[src/rtl/dma_req_pkg.sv]
package dma_req_pkg;

  typedef enum logic [2:0] {
    ST_IDLE,
    ST_ACCEPT,
    ST_PEND,
    ST_XFER,
    ST_GAP
  } ctlState_t;

  typedef struct packed {
    logic cntLoad;
    logic cntDec;
    logic beatStart;
  } ctlStrobe_t;

endpackage

[src/rtl/dma_req_dp.sv]
module dma_req_dp
  import dma_req_pkg::*;
#(
  parameter int CNT_W    = 8,
  parameter int XFER_LEN = 3
) (
  input  logic             clk,
  input  logic             rstN,
  input  ctlStrobe_t       strobe,
  input  logic [CNT_W-1:0] cntValue,
  output logic             cntZero,
  output logic             cntOne,
  output logic             beatFirst,
  output logic             beatLast
);

  localparam int BEAT_W = (XFER_LEN > 1) ? $clog2(XFER_LEN) : 1;
  localparam logic [BEAT_W-1:0] BEAT_TOP = BEAT_W'(XFER_LEN - 1);

  logic [CNT_W-1:0]  cnt;
  logic [BEAT_W-1:0] beat;

  always_ff @(posedge clk or negedge rstN) begin
    if (!rstN) begin
      cnt <= '0;
    end else if (strobe.cntLoad) begin
      cnt <= cntValue;
    end else if (strobe.cntDec) begin
      cnt <= cnt - 1'b1;
    end
  end

  always_ff @(posedge clk or negedge rstN) begin
    if (!rstN) begin
      beat <= '0;
    end else if (strobe.beatStart) begin
      beat <= BEAT_TOP;
    end else if (beat != '0) begin
      beat <= beat - 1'b1;
    end
  end

  assign cntZero   = (cnt == '0);
  assign cntOne    = (cnt == CNT_W'(1));
  assign beatFirst = (beat == BEAT_TOP);
  assign beatLast  = (beat == '0);

  // the counter is only decremented while transfers remain
  assert_no_underflow_R8: assert property (@(posedge clk) disable iff (!rstN)
    strobe.cntDec |-> (cnt != '0));

  // a started beat opens at its first position
  assert_beat_start_R4: assert property (@(posedge clk) disable iff (!rstN)
    strobe.beatStart |=> beatFirst);

endmodule

[src/rtl/dma_req_ctl.sv]
module dma_req_ctl
  import dma_req_pkg::*;
(
  input  logic       clk,
  input  logic       rstN,
  input  logic       enWrite,
  input  logic       enData,
  input  logic       nrdEn,
  input  logic       dreqN,
  input  logic       busGrant,
  input  logic       cntLoadIn,
  input  logic       cntZero,
  input  logic       cntOne,
  input  logic       beatFirst,
  input  logic       beatLast,
  output ctlStrobe_t strobe,
  output logic       busReq,
  output logic       xferAck,
  output logic       xferStrobe,
  output logic       busy,
  output logic       done
);

  ctlState_t state, stateNxt;
  logic enOn, enOff, lastBeat, finish, doneNxt;

  assign enOn     = enWrite && enData;
  assign enOff    = enWrite && !enData;
  assign lastBeat = (state == ST_XFER) && beatLast;
  assign finish   = lastBeat && cntOne && !enOff;

  always_comb begin
    stateNxt = state;
    if (enOff) begin
      stateNxt = ST_IDLE;
    end else begin
      unique case (state)
        ST_IDLE:   if (enOn && !cntZero) stateNxt = ST_ACCEPT;
        ST_ACCEPT: if (!dreqN)           stateNxt = ST_PEND;
        ST_PEND:   if (busGrant)         stateNxt = ST_XFER;
        ST_XFER: begin
          if (beatLast) begin
            if (cntOne)     stateNxt = ST_IDLE;
            else if (nrdEn) stateNxt = ST_GAP;
            else            stateNxt = ST_ACCEPT;
          end
        end
        ST_GAP:    stateNxt = ST_ACCEPT;
        default:   stateNxt = ST_IDLE;
      endcase
    end
  end

  always_comb begin
    doneNxt = done;
    if (finish) doneNxt = 1'b1;
    else if ((state == ST_IDLE) && (enOn || cntLoadIn)) doneNxt = 1'b0;
  end

  always_comb begin
    strobe.cntLoad   = cntLoadIn && (state == ST_IDLE);
    strobe.cntDec    = lastBeat && !enOff;
    strobe.beatStart = (state == ST_PEND) && busGrant && !enOff;
  end

  always_ff @(posedge clk or negedge rstN) begin
    if (!rstN) begin
      state <= ST_IDLE;
      done  <= 1'b0;
    end else begin
      state <= stateNxt;
      done  <= doneNxt;
    end
  end

  assign busReq     = (state == ST_PEND);
  assign xferAck    = (state == ST_XFER);
  assign xferStrobe = (state == ST_XFER) && beatFirst;
  assign busy       = (state != ST_IDLE);

  // request and acknowledge never overlap
  assert_req_ack_excl_R3: assert property (@(posedge clk) disable iff (!rstN)
    !(busReq && xferAck));

  // an acknowledge only begins after a granted request
  assert_ack_after_grant_R4: assert property (@(posedge clk) disable iff (!rstN)
    $rose(xferAck) |-> ($past(busGrant) && $past(busReq)));

  // the closed window spans more than the activation cycle
  assert_ack_holds_R5: assert property (@(posedge clk) disable iff (!rstN)
    ($rose(xferAck) && !enOff) |=> xferAck);

  // the delay bit inserts one idle cycle before acceptance
  assert_gap_after_xfer_R7: assert property (@(posedge clk) disable iff (!rstN)
    (xferAck && beatLast && nrdEn && !cntOne && !enOff) |=> (!xferAck && !busReq && busy) ##1 !busReq);

  // completion and activity are exclusive
  assert_done_idle_R8: assert property (@(posedge clk) disable iff (!rstN)
    done |-> !busy);

  // a disable write always ends activity
  assert_abort_R9: assert property (@(posedge clk) disable iff (!rstN)
    enOff |=> (!busy && !busReq));

endmodule

[src/rtl/dma_req_top.sv]
module dma_req_top
  import dma_req_pkg::*;
#(
  parameter int CNT_W    = 8,
  parameter int XFER_LEN = 3
) (
  input  logic             clk,
  input  logic             rstN,
  input  logic             enWrite,
  input  logic             enData,
  input  logic             nrdEn,
  input  logic             dreqN,
  input  logic             busGrant,
  input  logic             cntLoad,
  input  logic [CNT_W-1:0] cntValue,
  output logic             busReq,
  output logic             xferAck,
  output logic             xferStrobe,
  output logic             busy,
  output logic             done
);

  generate
    if (XFER_LEN < 3) begin : g_len_check
      $error("XFER_LEN must be at least 3");
    end
  endgenerate

  ctlStrobe_t strobe;
  logic cntZero, cntOne, beatFirst, beatLast;

  dma_req_ctl u_ctl (
    .clk        (clk),
    .rstN       (rstN),
    .enWrite    (enWrite),
    .enData     (enData),
    .nrdEn      (nrdEn),
    .dreqN      (dreqN),
    .busGrant   (busGrant),
    .cntLoadIn  (cntLoad),
    .cntZero    (cntZero),
    .cntOne     (cntOne),
    .beatFirst  (beatFirst),
    .beatLast   (beatLast),
    .strobe     (strobe),
    .busReq     (busReq),
    .xferAck    (xferAck),
    .xferStrobe (xferStrobe),
    .busy       (busy),
    .done       (done)
  );

  dma_req_dp #(.CNT_W(CNT_W), .XFER_LEN(XFER_LEN)) u_dp (
    .clk       (clk),
    .rstN      (rstN),
    .strobe    (strobe),
    .cntValue  (cntValue),
    .cntZero   (cntZero),
    .cntOne    (cntOne),
    .beatFirst (beatFirst),
    .beatLast  (beatLast)
  );

endmodule

[config.mk]
export PLATFORM = sky130hd
export DESIGN_NAME = dma_req_top
export DESIGN_NICKNAME = d
export VERILOG_FILES = /design/src/rtl/dma_req_pkg.sv /design/src/rtl/dma_req_dp.sv /design/src/rtl/dma_req_ctl.sv /design/src/rtl/dma_req_top.sv
export SDC_FILE = /design/constraint.sdc
export NUM_CORES = 1
export LEC_CHECK = 0
export BUFFER_PORTS_ARGS = -buffer_cell sky130_fd_sc_hd__buf_2
export CAP_MARGIN = 20
export CELL_PAD_IN_SITES_DETAIL_PLACEMENT = 1
export CELL_PAD_IN_SITES_GLOBAL_PLACEMENT = 1
export CORE_ASPECT_RATIO = 1.4
export CORE_MARGIN = 4
export CORE_UTILIZATION = 40
export DETAILED_ROUTE_END_ITERATION = 12
export PLACE_DENSITY_LB_ADDON = 0.1
export SYNTH_ARGS = -nofsm -noshare
export SYNTH_HDL_FRONTEND = slang
export SYNTH_SLANG_ARGS = --single-unit
export TNS_END_PERCENT = 5
[constraint.sdc]
create_clock -name clk -period 1.8 [get_ports clk]
set_input_delay 0.09 -clock clk [delete_from_list [all_inputs] [get_ports clk]]
set_output_delay 0.09 -clock clk [all_outputs]
set_load 0.03 [all_outputs]
After elaboration in Yosys (flattened, before gate mapping)
Index checks and enable logic that the tools add are counted.

storage, ports and cells
  bits in registers = 14
  input bits = 16
  output and inout bits = 5
  word-level logic and storage cells = 55

cells by class
  add/sub/neg operators = 2
  equal/unequal tests = 10
  mux-type cells = 14
  reductions and logical operators = 25

operators by type and width
  cell                                                                 number
  3-bit two-way mux                                                    7
  8-bit two-way mux                                                    2
  3-bit one-hot mux with 5 select lines                                1
  1-bit logical AND                                                    12
  8-bit by 1-bit == test with 1-bit output (second input constant)     1
  8-bit logical NOT                                                    1
  2-bit nonzero test                                                   4
  8-bit by 1-bit subtractor with 8-bit output (second input constant)  1
  3-bit by 2-bit == test with 1-bit output (second input constant)     2
  3-bit by 1-bit != test with 1-bit output (second input constant)     2
  3-bit by 2-bit != test with 1-bit output (second input constant)     2
  2-bit two-way mux                                                    2
  4-bit AND reduction                                                  1
  3-bit by 1-bit == test with 1-bit output (second input constant)     1
  3-bit == test (second input constant)                                1
  1-bit logical NOT                                                    3
  3-bit logical NOT                                                    1
  3-bit nonzero test                                                   1
  2-bit == test (second input constant)                                1
  2-bit logical NOT                                                    1
  1-bit two-way mux                                                    2
  2-bit by 1-bit subtractor with 2-bit output (second input constant)  1
  1-bit logical OR                                                     1

Longest topological paths before layout
  depth in word-level cells = 6
  mapped depth = 6

By module
Synthesis repeated with hierarchy kept, for this count alone.

second synthesis, totals
  cells, all modules = 99
  area total of the unflattened synthesis = 898.4 um2

by module, submodules not included
  module       instances  cells an instance  area an instance (um2)  sequential area each (um2)
  dma_req_dp   1          61                 590.6                   250.2
  dma_req_ctl  1          38                 307.8                   100.1

Worst setup path after synthesis
OpenSTA, ideal clock, no wires.

  kind = register to register
  start = register u_ctl.state[1]
  end = register u_dp.beat[1]
  library setup time = 0.087 ns
  arrival time = 1.710 ns
  slack = 0.004 ns
  cell stages (with the launch flop) = 6
  cells stage by stage = dfrtp_1 -> buf_2 -> inv_1 -> nor3_1 -> nand3_1 -> o211ai_1

between the ends
  word-level cells in the longest chain between the ends = 4
  elaborated cells on any way between the ends = 5
  those cells by class = eq/ne: 1; mux: 1; reduce/logical: 3

RTL lines
  item                                                            line               source
  from (decl)                                                     dma_req_ctl.sv:24  ctlState_t state, stateNxt;
  from (signal assigned)                                          dma_req_ctl.sv:71  state <= stateNxt;
  3-bit by 2-bit == test with 1-bit output (*)                    n/a
  via busReq                                                      dma_req_top.sv:16  output logic busReq,
  1-bit logical AND (*) (2 in a row)                              dma_req_ctl.sv:63  strobe.beatStart = (state == ST_PEND) && busGrant && !enOff;
  2-bit two-way mux / 2-bit nonzero test (equally long branches)  n/a
  to (signal assigned)                                            dma_req_dp.sv:39   beat <= beat - 1'b1;
  to (decl)                                                       dma_req_dp.sv:21   logic [BEAT_W-1:0] beat;

Mark *: on every way through the listed nets, which the timed path passes. The rest lies on a longest branch.
A chain may end at the register's enable or synchronous reset.

Final worst setup path
  start = register u_ctl.state[1]
  end = output port busReq

between the ends
  word-level cells in the longest chain between the ends = 1

RTL lines
  item                                      line               source
  3-bit by 2-bit == test with 1-bit output  dma_req_ctl.sv:76  assign busReq = (state == ST_PEND);
  to (decl)                                 dma_req_top.sv:16

No other way between the ends.

==> results.json <==
{
  "antenna_found_initial": 0,
  "r2r_slack_ps": 130,
  "synth.avg_cell_area_um2": 9.54,
  "leakage_nw": 0.528,
  "synth_cell_types": 42,
  "post_drt_wl_per_cell_um": 16.6,
  "postLayoutCellArea_mm2": 0.00117,
  "diodes": 0,
  "first_global_vias": 932,
  "port_buffers": 20,
  "critical_path_class": "flip-flop to primary output",
  "cts_tree": "yes",
  "netSwitchingFraction_pct": 46.1,
  "busiest_layer": "met2",
  "clk_pin_slew_ps": 100,
  "ys_top_cells_by_count": "14 x dfrtp_1, 9 x nand2_1, 8 x inv_1, 5 x ha_1, 5 x o21ai_0",
  "crit_path_max_fanout": 11,
  "outcome": "finished, final reports clean",
  "seqPwrFrac_pct": 37.2,
  "via_per_inst": 5.53,
  "first_pass_iters": 4,
  "comb_power_share_pct": 49.4,
  "whs_path_depth": 3,
  "synth_edf_count": 0,
  "worstMarginPinSlew_ps": 501,
  "clockBufferDepth": 2,
  "cts.htree.levels": 1,
  "layout.nets": 149,
  "postPlaceCellArea_mm2": 0.00111,
  "grt_max_degree": 15,
  "grt_use_met2_pct": 30.6,
  "grt_pass1_wl_mm": 4.23,
  "grt_usage_pct": 16.7,
  "io-pin-count": 21,
  "hold_path.class": "primary input to flip-flop",
  "yosys_register_bits": 14,
  "end_kind": "primary output",
  "timing.rr.end": "u_ctl.state[0]",
  "first_iter_violations": 16,
  "fp.dieW_um": 49.9,
  "syn_nets": 124,
  "reg2reg_from": "u_dp.cnt[3]",
  "dieHeight_um": 66.6,
  "met3_usage_pct": 3.58,
  "cp.arrival_ps": 1610,
  "clock_latency_ps": 290,
  "syn_to_final_growth_pct": 19.0,
  "synth_most_common_cell": "dfrtp_1",
  "dp_hpwl_mm": 1.88,
  "min_to": "u_dp.cnt[0]",
  "hp-start": "cntValue[0]",
  "core_area_mm2": 0.00236,
  "multi_input_area_um2": 578,
  "rsz0062_at_grt": "true",
  "cts_made_buffers": 3,
  "wl_mm": 2.50,
  "seq_area_um2": 353,
  "rows": 21,
  "ys.flop_type": "dfrtp_1",
  "intPower_mw": 0.971,
  "setup-tns-final_ps": 0,
  "ir_worst_vdd_mv": 0.689,
  "slowest_stage": "dfrtp_2",
  "synth_top_cell_area_share_pct": 35.7,
  "clock-root-buffer": "clkbuf_4",
  "gp_congestion": 0.792,
  "cp_cell_sequence": "inv_1, nor3_1, buf_2",
  "cpPeakStageDelay_ps": 540,
  "p_switching_mw": 0.831,
  "synth_warnings": 0,
  "overflow": 0,
  "post_cts_buffers": 0,
  "finalCritPeriodShare_pct": 94.5,
  "syn_inst": 103,
  "maxCapViolations": 0,
  "drcViolationCount": 0,
  "pwr-share-clk_pct": 13.4,
  "fp.dieArea_mm2": 0.00332,
  "yosys.area.top_type": "dfrtp_1",
  "cts_sinks": 14,
  "worst_ep_required_time_ps": 1710,
  "start_util_pct": 41.5,
  "drv_slew": 0,
  "timing.slew.headroom_pct": 66.6,
  "placed_cells": 144,
  "fin_cells": 150,
  "vias": 830,
  "drive_gt1_share_pct": 32.3,
  "syn-cell-area_um2": 982,
  "seq_area_frac_synth_pct": 35.7,
  "drt.antenna.violating_nets": 0,
  "final.min_clock_period_ps": 1700,
  "worstSetupStartpoint": "u_ctl.state[1]",
  "worstRegToRegCells": 4,
  "fin_worst_skew_ps": 5.38,
  "synthArstFlopShare_pct": 100,
  "synth.top_cells.by_area": "dfrtp_1 36%, ha_1 6.4%, xnor2_1 3.6%, nand2_1 3.4%, inv_1 3.1%",
  "power_density_mw_per_mm2": 1540,
  "crit_path_start_kind": "flip-flop",
  "fillCellCount": 291,
  "setup_viol": 0,
  "grt_use_met1_pct": 18.6,
  "hold_violations": 0,
  "max_clock_freq_ghz": 0.588
}
how the worst max path moves through the flow:
| stage | to | slack [ps] | cells past startpoint |
|---|---|---|---|
| 4_1_cts | xferStrobe | 60 | 3 |
| 3_3_place_gp | u_ctl.state[0] | 190 | 4 |
| 3_5_place_dp | u_ctl.state[0] | 160 | 4 |
| 6_report | busReq | 100 | 3 |
| 5_1_grt | busReq | -20 | 3 |
| 2_1_floorplan | u_dp.beat[1] | 4 | 5 |
cell families (layout without fill, tap and decap cells):
group	Yosys count	count (layout)	synth area share (%)
flip-flops	14	14	35.7
AO/OA/AOI/OAI	17	17	11.6
multiplexers	3	3	3.18
adder cells (fa/ha/maj)	5	5	6.37
AND/OR/NAND/NOR	44	44	31.2
buffers and inverters	13	37	5.73
XOR/XNOR	7	7	6.24
cells in the final DEF (no fill, tap or decap), types with 5 or more instances in the layout:
cell | synthesis | layout
nand2_1 | 9 | 9
o21ai_0 | 5 | 5
buf_2 | 3 | 20
dfrtp_1 | 14 | 12
ha_1 | 5 | 5
inv_1 | 8 | 8
per-layer routing:
layer / vias to the layer above / wire, um
met5: - / 0
met4: 0 / 36
met3: 4 / 118
met2: 19 / 1290
met1: 395 / 1050
li1: 412 / -
critical path, delay by kind of cell (launching register included):
kind / cells / cell delay [ps]
simple gates: 1 / 380
buf+inv: 2 / 410
flops: 1 / 540
timing repair:
action                                 4_1_cts  5_1_grt
pin swaps                                    0        0
endpoints found under the hold margin       14        1
gates resized for setup                      2        1
hold buffers                                 1        1
setup endpoints to repair                    3        2
layout make-up:
type | count | share of cell area (%)
Multi-Input combinational cell | 76 | 49.5
Tap cell | 23 | 2.46
Clock buffer | 4 | 3.10
Inverter | 8 | 2.57
Sequential cell | 14 | 30.2
Timing Repair Buffer | 25 | 12.2
flip-flops by register name, indices dropped and copies added (netlist names):
name         cells
u_ctl.done       1
u_ctl.state      3
u_dp.beat        2
u_dp.cnt         8
metrics by stage:
stage                     hold WS [ps]  power, mW  setup WS [ps]  utilization, %
after detailed placement          11.2       1.55            158            46.8
after global placement            9.65       1.51            187            46.8
after floorplan                   -206       1.31           3.55               -
after CTS                         4.16       1.80           63.9            48.9
final                             6.90       1.80           99.1            49.4
after global routing              10.0       1.97          -21.8            49.4
power by group through the flow:
stage / Sequential (mW) / Clock [mW] / Combinational (mW)
floorplan: 0.562 / 0 / 0.745
CTS: 0.664 / 0.244 / 0.897
global placement: 0.657 / 0 / 0.849
global route: 0.694 / 0.267 / 1.01
detailed placement: 0.669 / 0 / 0.882
finish: 0.670 / 0.242 / 0.890
(Power assumes the default switching activity.)
